$ cat src/rtl/dti_pkg.sv
package dti_pkg;

    // Encoding chosen so that bit 1 is the upper enable and bit 0 the lower enable.
    typedef enum logic [1:0] {
        ST_DEAD = 2'b00,
        ST_LOW  = 2'b01,
        ST_HIGH = 2'b10
    } leg_state_e;

endpackage

$ cat src/rtl/dti_sync.sv
module dti_sync #(
    parameter int WIDTH = 2
) (
    input  logic             clk,
    input  logic             rst_n,
    input  logic [WIDTH-1:0] async_in,
    output logic [WIDTH-1:0] sync_out
);
    logic [WIDTH-1:0] meta_q;
    logic [WIDTH-1:0] stab_q;

    always_ff @(posedge clk or negedge rst_n) begin
        if (!rst_n) begin
            meta_q <= '0;
            stab_q <= '0;
        end else begin
            meta_q <= async_in;
            stab_q <= meta_q;
        end
    end

    assign sync_out = stab_q;
endmodule

$ cat src/rtl/dti_leg.sv
module dti_leg
    import dti_pkg::*;
#(
    parameter int GUARD_W = 4
) (
    input  logic               clk,
    input  logic               rst_n,
    input  logic               cmd,
    input  logic [GUARD_W-1:0] guard,
    input  logic               pol,
    output logic               hs_en,
    output logic               ls_en
);
    typedef struct packed {
        leg_state_e         state;
        logic               dir;
        logic [GUARD_W-1:0] cnt;
    } leg_regs_t;

    leg_regs_t r_q, r_d;
    logic [GUARD_W-1:0] pol_w;
    logic [GUARD_W-1:0] load_rise;
    logic [GUARD_W-1:0] load_fall;

    assign pol_w = {{(GUARD_W-1){1'b0}}, pol};

    always_comb begin
        // Counter holds (guard length - 1); guard >= 2 keeps both loads >= 0.
        load_rise = guard - pol_w - 1'b1;
        load_fall = guard - pol_w;
        r_d = r_q;
        unique case (r_q.state)
            ST_LOW: begin
                if (cmd) begin
                    r_d.state = ST_DEAD;
                    r_d.dir   = 1'b1;
                    r_d.cnt   = load_rise;
                end
            end
            ST_HIGH: begin
                if (!cmd) begin
                    r_d.state = ST_DEAD;
                    r_d.dir   = 1'b0;
                    r_d.cnt   = load_fall;
                end
            end
            default: begin
                if (cmd != r_q.dir) begin
                    r_d.dir = cmd;
                    r_d.cnt = cmd ? load_rise : load_fall;
                end else if (r_q.cnt == '0) begin
                    r_d.state = r_q.dir ? ST_HIGH : ST_LOW;
                end else begin
                    r_d.cnt = r_q.cnt - 1'b1;
                end
            end
        endcase
    end

    always_ff @(posedge clk or negedge rst_n) begin
        if (!rst_n) begin
            r_q <= '{state: ST_DEAD, dir: 1'b0, cnt: '0};
        end else begin
            r_q <= r_d;
        end
    end

    assign hs_en = r_q.state[1];
    assign ls_en = r_q.state[0];

    always_comb begin
        p_no_overlap_r1: assert (!(hs_en && ls_en))
            else $error("upper and lower enable overlap");
    end

    p_hs_after_gap_r2: assert property (@(posedge clk) disable iff (!rst_n)
        $rose(hs_en) |-> !$past(ls_en));

    p_ls_after_gap_r3: assert property (@(posedge clk) disable iff (!rst_n)
        $rose(ls_en) |-> !$past(hs_en));

    p_hs_needs_cmd_r7: assert property (@(posedge clk) disable iff (!rst_n)
        $rose(hs_en) |-> $past(cmd));

    p_ls_needs_cmd_r7: assert property (@(posedge clk) disable iff (!rst_n)
        $rose(ls_en) |-> !$past(cmd));

    p_drop_on_cmd_r2: assert property (@(posedge clk) disable iff (!rst_n)
        (ls_en && cmd) |=> !ls_en);
endmodule

$ cat src/rtl/deadtime_comp.sv
module deadtime_comp #(
    parameter int NUM_LEGS  = 2,
    parameter int GUARD_W   = 4,
    parameter int GUARD_RST = 4
) (
    input  logic                clk,
    input  logic                rst_n,
    input  logic                period_start,
    input  logic [NUM_LEGS-1:0] leg_cmd,
    input  logic [NUM_LEGS-1:0] cur_out,
    input  logic [GUARD_W-1:0]  guard_cfg,
    output logic [NUM_LEGS-1:0] hs_en,
    output logic [NUM_LEGS-1:0] ls_en
);
    localparam logic [GUARD_W-1:0] GUARD_MIN  = GUARD_W'(2);
    localparam logic [GUARD_W-1:0] GUARD_INIT = GUARD_W'(GUARD_RST);

    typedef struct packed {
        logic [GUARD_W-1:0]  guard;
        logic [NUM_LEGS-1:0] pol;
    } cfg_regs_t;

    cfg_regs_t c_q, c_d;
    logic [NUM_LEGS-1:0] sign_s;

    dti_sync #(.WIDTH(NUM_LEGS)) u_sync (
        .clk      (clk),
        .rst_n    (rst_n),
        .async_in (cur_out),
        .sync_out (sign_s)
    );

    always_comb begin
        c_d = c_q;
        if (period_start) begin
            c_d.guard = (guard_cfg < GUARD_MIN) ? GUARD_MIN : guard_cfg;
            c_d.pol   = sign_s;
        end
    end

    always_ff @(posedge clk or negedge rst_n) begin
        if (!rst_n) begin
            c_q <= '{guard: (GUARD_INIT < GUARD_MIN) ? GUARD_MIN : GUARD_INIT,
                     pol: '0};
        end else begin
            c_q <= c_d;
        end
    end

    for (genvar g = 0; g < NUM_LEGS; g++) begin : g_leg
        dti_leg #(.GUARD_W(GUARD_W)) u_leg (
            .clk   (clk),
            .rst_n (rst_n),
            .cmd   (leg_cmd[g]),
            .guard (c_q.guard),
            .pol   (c_q.pol[g]),
            .hs_en (hs_en[g]),
            .ls_en (ls_en[g])
        );
    end

    p_guard_hold_r4: assert property (@(posedge clk) disable iff (!rst_n)
        !period_start |=> $stable(c_q.guard));

    p_guard_floor_r4: assert property (@(posedge clk) disable iff (!rst_n)
        c_q.guard >= GUARD_MIN);

    p_pol_hold_r5: assert property (@(posedge clk) disable iff (!rst_n)
        !period_start |=> $stable(c_q.pol));
endmodule

$ cat config.mk
export PLATFORM = sky130hd
export DESIGN_NAME = deadtime_comp
export DESIGN_NICKNAME = d
export VERILOG_FILES = /design/src/rtl/dti_pkg.sv /design/src/rtl/dti_sync.sv /design/src/rtl/dti_leg.sv /design/src/rtl/deadtime_comp.sv
export SDC_FILE = /design/constraint.sdc
export NUM_CORES = 1
export LEC_CHECK = 0
export BUFFER_PORTS_ARGS = -buffer_cell sky130_fd_sc_hd__buf_2
export CAP_MARGIN = 10
export CORE_ASPECT_RATIO = 0.7
export CORE_MARGIN = 4
export CORE_UTILIZATION = 51
export CTS_CLUSTER_SIZE = 28
export DETAILED_ROUTE_END_ITERATION = 10
export PLACE_DENSITY = 0.77
export SKIP_CTS_REPAIR_TIMING = 1
export SYNTH_ARGS = -nofsm -noshare
export SYNTH_HDL_FRONTEND = slang
export SYNTH_SLANG_ARGS = --single-unit
$ cat constraint.sdc
create_clock -name clk -period 2.25 [get_ports clk]
set_clock_uncertainty 0.05 [all_clocks]
set_input_delay 0.3375 -clock clk [delete_from_list [all_inputs] [get_ports clk]]
set_output_delay 0.3375 -clock clk [all_outputs]
set_load 0.1 [all_outputs]
* Word-level counts from Yosys, hierarchy flattened
Cells that the tools add are included.
Cells by class: $add $sub $neg 6, order comparisons 1, eq/ne operators 14, mux-type cells 21, reduce and logical (&&, ||, !) cells 12
Operator list (number):
- 2-to-1 mux 4 bit | 7
- 2-to-1 mux 7 bit | 4
- one-hot mux 7 bit (2 select lines) | 2
- subtractor 4 x 1 -> 4 bit, second input constant | 4
- 2-to-1 mux 2 bit | 6
- AND reduction 3 bit | 4
- nonzero test 3 bit | 4
- zero test 4 bit | 2
- != test 2 bit, second input constant | 4
- != test 4 x 3 -> 1 bit, second input constant | 2
- AND reduction 4 bit | 2
- subtractor 4 x 1 -> 4 bit | 2
- != test 3 bit, second input constant | 2
- == test 2 x 1 -> 1 bit, second input constant | 2
- == test 2 bit, second input constant | 2
- less-than comparator 4 x 2 -> 1 bit, second input constant | 1
- 2-to-1 mux 1 bit | 2
- != test 1 bit | 2
Storage, ports and cells: register bits 24, input port bits 11, output and inout port bits 4, word-level logic and storage cells 64

* Longest topological paths before layout
depth after elaboration 5, gate-level depth with buffers 8, depth with buffers taken out 8

* Hierarchy
Synthesis repeated with hierarchy kept, for this count alone.
Unflattened totals: cell total of the unflattened synthesis 197, area, all modules 1858.0 sq um
Modules (own cells, without submodules):
- dti_leg | instances 2, cells each 88, area each 749.5 sq um, sequential area each 175.2 sq um
- deadtime_comp | instances 1, cells each 17, area each 259.0 sq um, sequential area each 151.4 sq um
- dti_sync | instances 1, cells each 4, area each 100.1 sq um, sequential area each 100.1 sq um

* Worst setup path after synthesis
Ideal clock, no wire load.
path kind reg2reg, start point register c_q[2] (netlist bit), end point register g_leg[0].u_leg.r_q[2] (netlist bit), arrival time 1901 ps, data required time 2135 ps, setup slack 234 ps, stages on the path, launching flop included 9, period minus slack after synthesis 2016 ps, cell sequence dfrtp_1 -> inv_1 -> ha_1 -> xnor2_1 -> ha_1 -> xnor3_1 -> mux2_4 -> o2111ai_1 -> o211a_1
On the way: cells in the longest elaborated chain, start to end 5
RTL lines:
- start, declared | line deadtime_comp.sv:23 | cfg_regs_t c_q, c_d;
- start signal, assigned | line deadtime_comp.sv:43 | c_q <= '{guard: (GUARD_INIT < GUARD_MIN) ? GUARD_MIN : GUARD_INIT,
- subtractor 4 x 1 -> 4 bit (*) | line dti_leg.sv:29, dti_leg.sv:30
- subtractor 4 x 1 -> 4 bit | line dti_leg.sv:29 | load_rise = guard - pol_w - 1'b1;
- 2-to-1 mux 4 bit | line dti_leg.sv:50 | r_d.cnt = cmd ? load_rise : load_fall;
- 2-to-1 mux 4 bit | line dti_leg.sv:48 | if (cmd != r_q.dir) begin
- one-hot mux 7 bit (2 select lines) (*) | line dti_leg.sv:32 | unique case (r_q.state)
- end signal, assigned | line dti_leg.sv:62 | r_q <= '{state: ST_DEAD, dir: 1'b0, cnt: '0};
- end signal, assigned | line dti_leg.sv:64 | r_q <= r_d;
- end, declared | line dti_leg.sv:20 | leg_regs_t r_q, r_d;
Every way passes the cells marked *; elsewhere a longest branch is shown, timed or not. The select of a mux whose other input is x is not followed. A chain may end at the register's enable or synchronous reset.

* Final worst setup path
Same ends and word-level chain as after synthesis.

==> reports/qor.csv <==
stage,metric,value,unit
clocking,library cell used as clock root buffer,clkbuf_8,
clocking,number of levels in the clock H-tree,1,
critical_path,Critical Setup Path Class,flip-flop to flip-flop,
clocking,number of clock buffers inserted by TritonCTS,3,
clocking,number of clock sinks,24,
place,Port Buf Inserts,14,
drt,detailed router's first-iteration violation count,67,
synthesis,leading area contributor after synthesis,dfrtp_1,
critical_path,Reg-to-Reg End,g_leg[0].u_leg.r_q[2],
critical_path,Worst Path Arrival,2.29,ns
grt,overall fraction of global-route tracks in use,0.165,
synthesis,synth top area cells,"dfrtp_1 29%, ha_1 9.0%, xnor2_1 5.4%, o21ai_0 4.6%, mux2_2 4.0%",
floorplan,number of ports placed on the die boundary,15,
hold_path,HP Class,primary input to async pin,
sta,share of the clock period used by the worst path,0.942,
drt,per-cell via count in the routed design,5.65,
finish,area taken by flip-flops and latches,602,µm²
sta,total negative setup slack,0,ns
grt,largest net degree at the start of global routing,25,
clocking,"Clk Latency, worst-skew pair",0.27,ns
synthesis,area of the mapped netlist,1960,µm²
drt,Wirelength per Cell,14.4,µm
place,post-DP HPWL,2.70,mm
synthesis,post-synthesis instance total,199,
finish,layout cell share with drive strength beyond 1,0.215,
floorplan,die area,4910,µm²
synthesis,share of synthesized registers carrying an async set or reset,1.00,
sta,highest attainable clock frequency,472,MHz
place,worst slack after detailed placement,0.0650,ns
sta,final hold viol count,13,
place,final weighted congestion of routability-driven global placement,0.822,
drt,Pre-Repair DR Iteration Count,4,
critical_path,Worst Path Required,2.42,ns
synthesis,most frequently used flop master after synthesis,dfrtp_1,
critical_path,startpoint class of the critical path,flip-flop,
floorplan,Die Width,82.0,µm
critical_path,worst setup path startpoint,c_q[2],
critical_path,R2R depth,8,
drt,final wirelength,3.68,mm
sta,final count of pins violating max slew,0,
synthesis,share of the yosys chip area belonging to registers,0.308,
floorplan,number of standard-cell rows in the floorplan,18,
synthesis,"Distinct cells, synth",55,
clocking,Clock transition at path regs,0.09,ns
synthesis,Post-synth top cells,"23 x dfrtp_1, 18 x o21ai_0, 15 x inv_1",
finish,signed area change from the synthesized netlist to the final layout,4.22,%
drt,detailed-route DRC error count,0,
sta,number of endpoints failing setup at the final stage,0,
finish,final-layout fill cell count,337,
sta,remaining max-slew budget at the tightest pin,0.637,
finish,fin util,0.566,
synthesis,synthesized netlist net count,224,
synthesis,share of Yosys cell area claimed by the top area cell type,0.294,
sta,setup slack after layout,0.129,ns
synthesis,"EDFF count, synth",0,
floorplan,die span in y,59.8,µm
run,number of max-cap violations,0,
synthesis,Seq cells post-synth,24,
critical_path,"setup slack, reg-to-reg",0.13,ns
sta,unrepaired setup endpoints after global routing,false,
sta,transition time of the tightest slew-check pin,0.544,ns
floorplan,core area,3600,µm²
outcome,violated checks,negative hold slack,
grt,remaining global-route overflow,0,
critical_path,Critical Path Sink Type,flip-flop,
synthesis,most repeated cell in the gate-level netlist after synthesis,dfrtp_1,
clocking,TritonCTS clock tree,done,
pwr,worst supply voltage drop on vdd,742,µV
sta,final critical delay including setup and external delays,2.12,ns
pwr,Overall Power,2.88,mW
finish,Diodes inserted,0,
critical_path,launching point of the worst reg2reg path,c_q[2],
pwr,leakage power of the design,0.888,nW
finish,Final Net Count,231,
critical_path,Worst Path Max Fanout,5,
outcome,run status,finished with violations,
floorplan,starting density of the core,0.543,
drt,total number of vias,1441,
drt,post-detailed-route count of antenna-violating nets,0,
finish,area of the multi-input gates,1170,µm²
synthesis,synthesized area per cell,9.83,µm²
grt,first-pass GRT wire length,6.24,mm
grt,vias in the first global route,1328,
pwr,power density relative to cell area,1410,nW/µm²
synthesis,yosys warns,0,
sta,final worst hold slack,-0.0110,ns
grt,initial antenna violation count,0,
clocking,maximum root-to-sink buffer count,2,
## layout by cell type, fill, tap and decap left out, types with 3 or more instances in the layout
cell type	Yosys	final
o21ai_0	18	18
ha_1	14	13
nor2_1	10	10
a31oi_1	3	3
xnor2_1	12	12
nand3_1	3	3
nand2b_1	5	5
mux2_2	7	7
dfrtp_1	23	23
buf_4	4	3
clkbuf_8	1	4
inv_1	15	14
mux2i_1	4	4
o22ai_1	3	3
nand2_1	9	9
buf_2	1	14
o32ai_1	3	3
nor3_1	5	5
nor2b_1	3	3
a21oi_1	6	6
a22o_1	5	5
## through the flow
stage                     instance area (µm²)  std cells  hold WS, ns
after floorplan                          1960        199     -0.00809
after global placement                   1980        251        0.282
after detailed placement                 1980        251        0.286
after CTS                                2040        255      0.00823
after global routing                     2040        255       0.0308
final                                    2040        255      -0.0110
## state kept, by name (all words and copies together) (netlist names)
signal / flops
c_q: 6
u_sync.meta_q: 2
g_leg.u_leg.ls_en: 2
u_sync.sync_out: 2
g_leg.u_leg.r_q: 10
g_leg.u_leg.hs_en: 2
## cells by family after synthesis
logic type                 count (synthesis)  share of synthesized area
xor gates and xnor gates                  14                     0.0697
and+or+nand+nor                           52                      0.177
DFF                                       24                      0.308
muxes                                     13                     0.0800
AOI/OAI and AO/OA                         52                      0.180
adders and majority gates                 14                     0.0896
buffers and inverters                     30                     0.0953
## how the worst max path moves through the flow
stage	to	slack, ns
2_1_floorplan	g_leg[0].u_leg.r_q[2]	0.23
3_3_place_gp	g_leg[0].u_leg.r_q[2]	0.18
3_5_place_dp	g_leg[0].u_leg.r_q[2]	0.07
4_1_cts	g_leg[0].u_leg.r_q[2]	0.04
5_1_grt	g_leg[0].u_leg.r_q[2]	0.01
6_report	g_leg[0].u_leg.r_q[2]	0.13
## layer usage
metal	global-route usage	share of wire
met1	0.238	0.50
met2	0.252	0.42
met3	0.0407	0.067
met4	0.0284	0.0076
met5	0	0
## worst max-delay path: stages (launching register included)
cell	delay, ns
dfrtp_1	0.38
inv_2	0.09
ha_2	0.22
xnor2_1	0.16
ha_1	0.20
xnor3_1	0.33
mux2_4	0.27
o2111ai_1	0.20
o211a_1	0.17
## final cells by class
cell class	instances	area share
clock buffers	4	0.0270
inverters	15	0.0276
multi-input cells	145	0.574
flip-flops and latches	24	0.295
well taps	50	0.0307
repair buffers	17	0.0454
## power breakdown
part	switching (mW)	internal [mW]	total, mW
sequential	0.177	0.584	0.761
clock	0.142	0.156	0.299
combinational	1.06	0.757	1.82
total	1.38	1.50	2.88
Power figures use the tool's default switching activity.
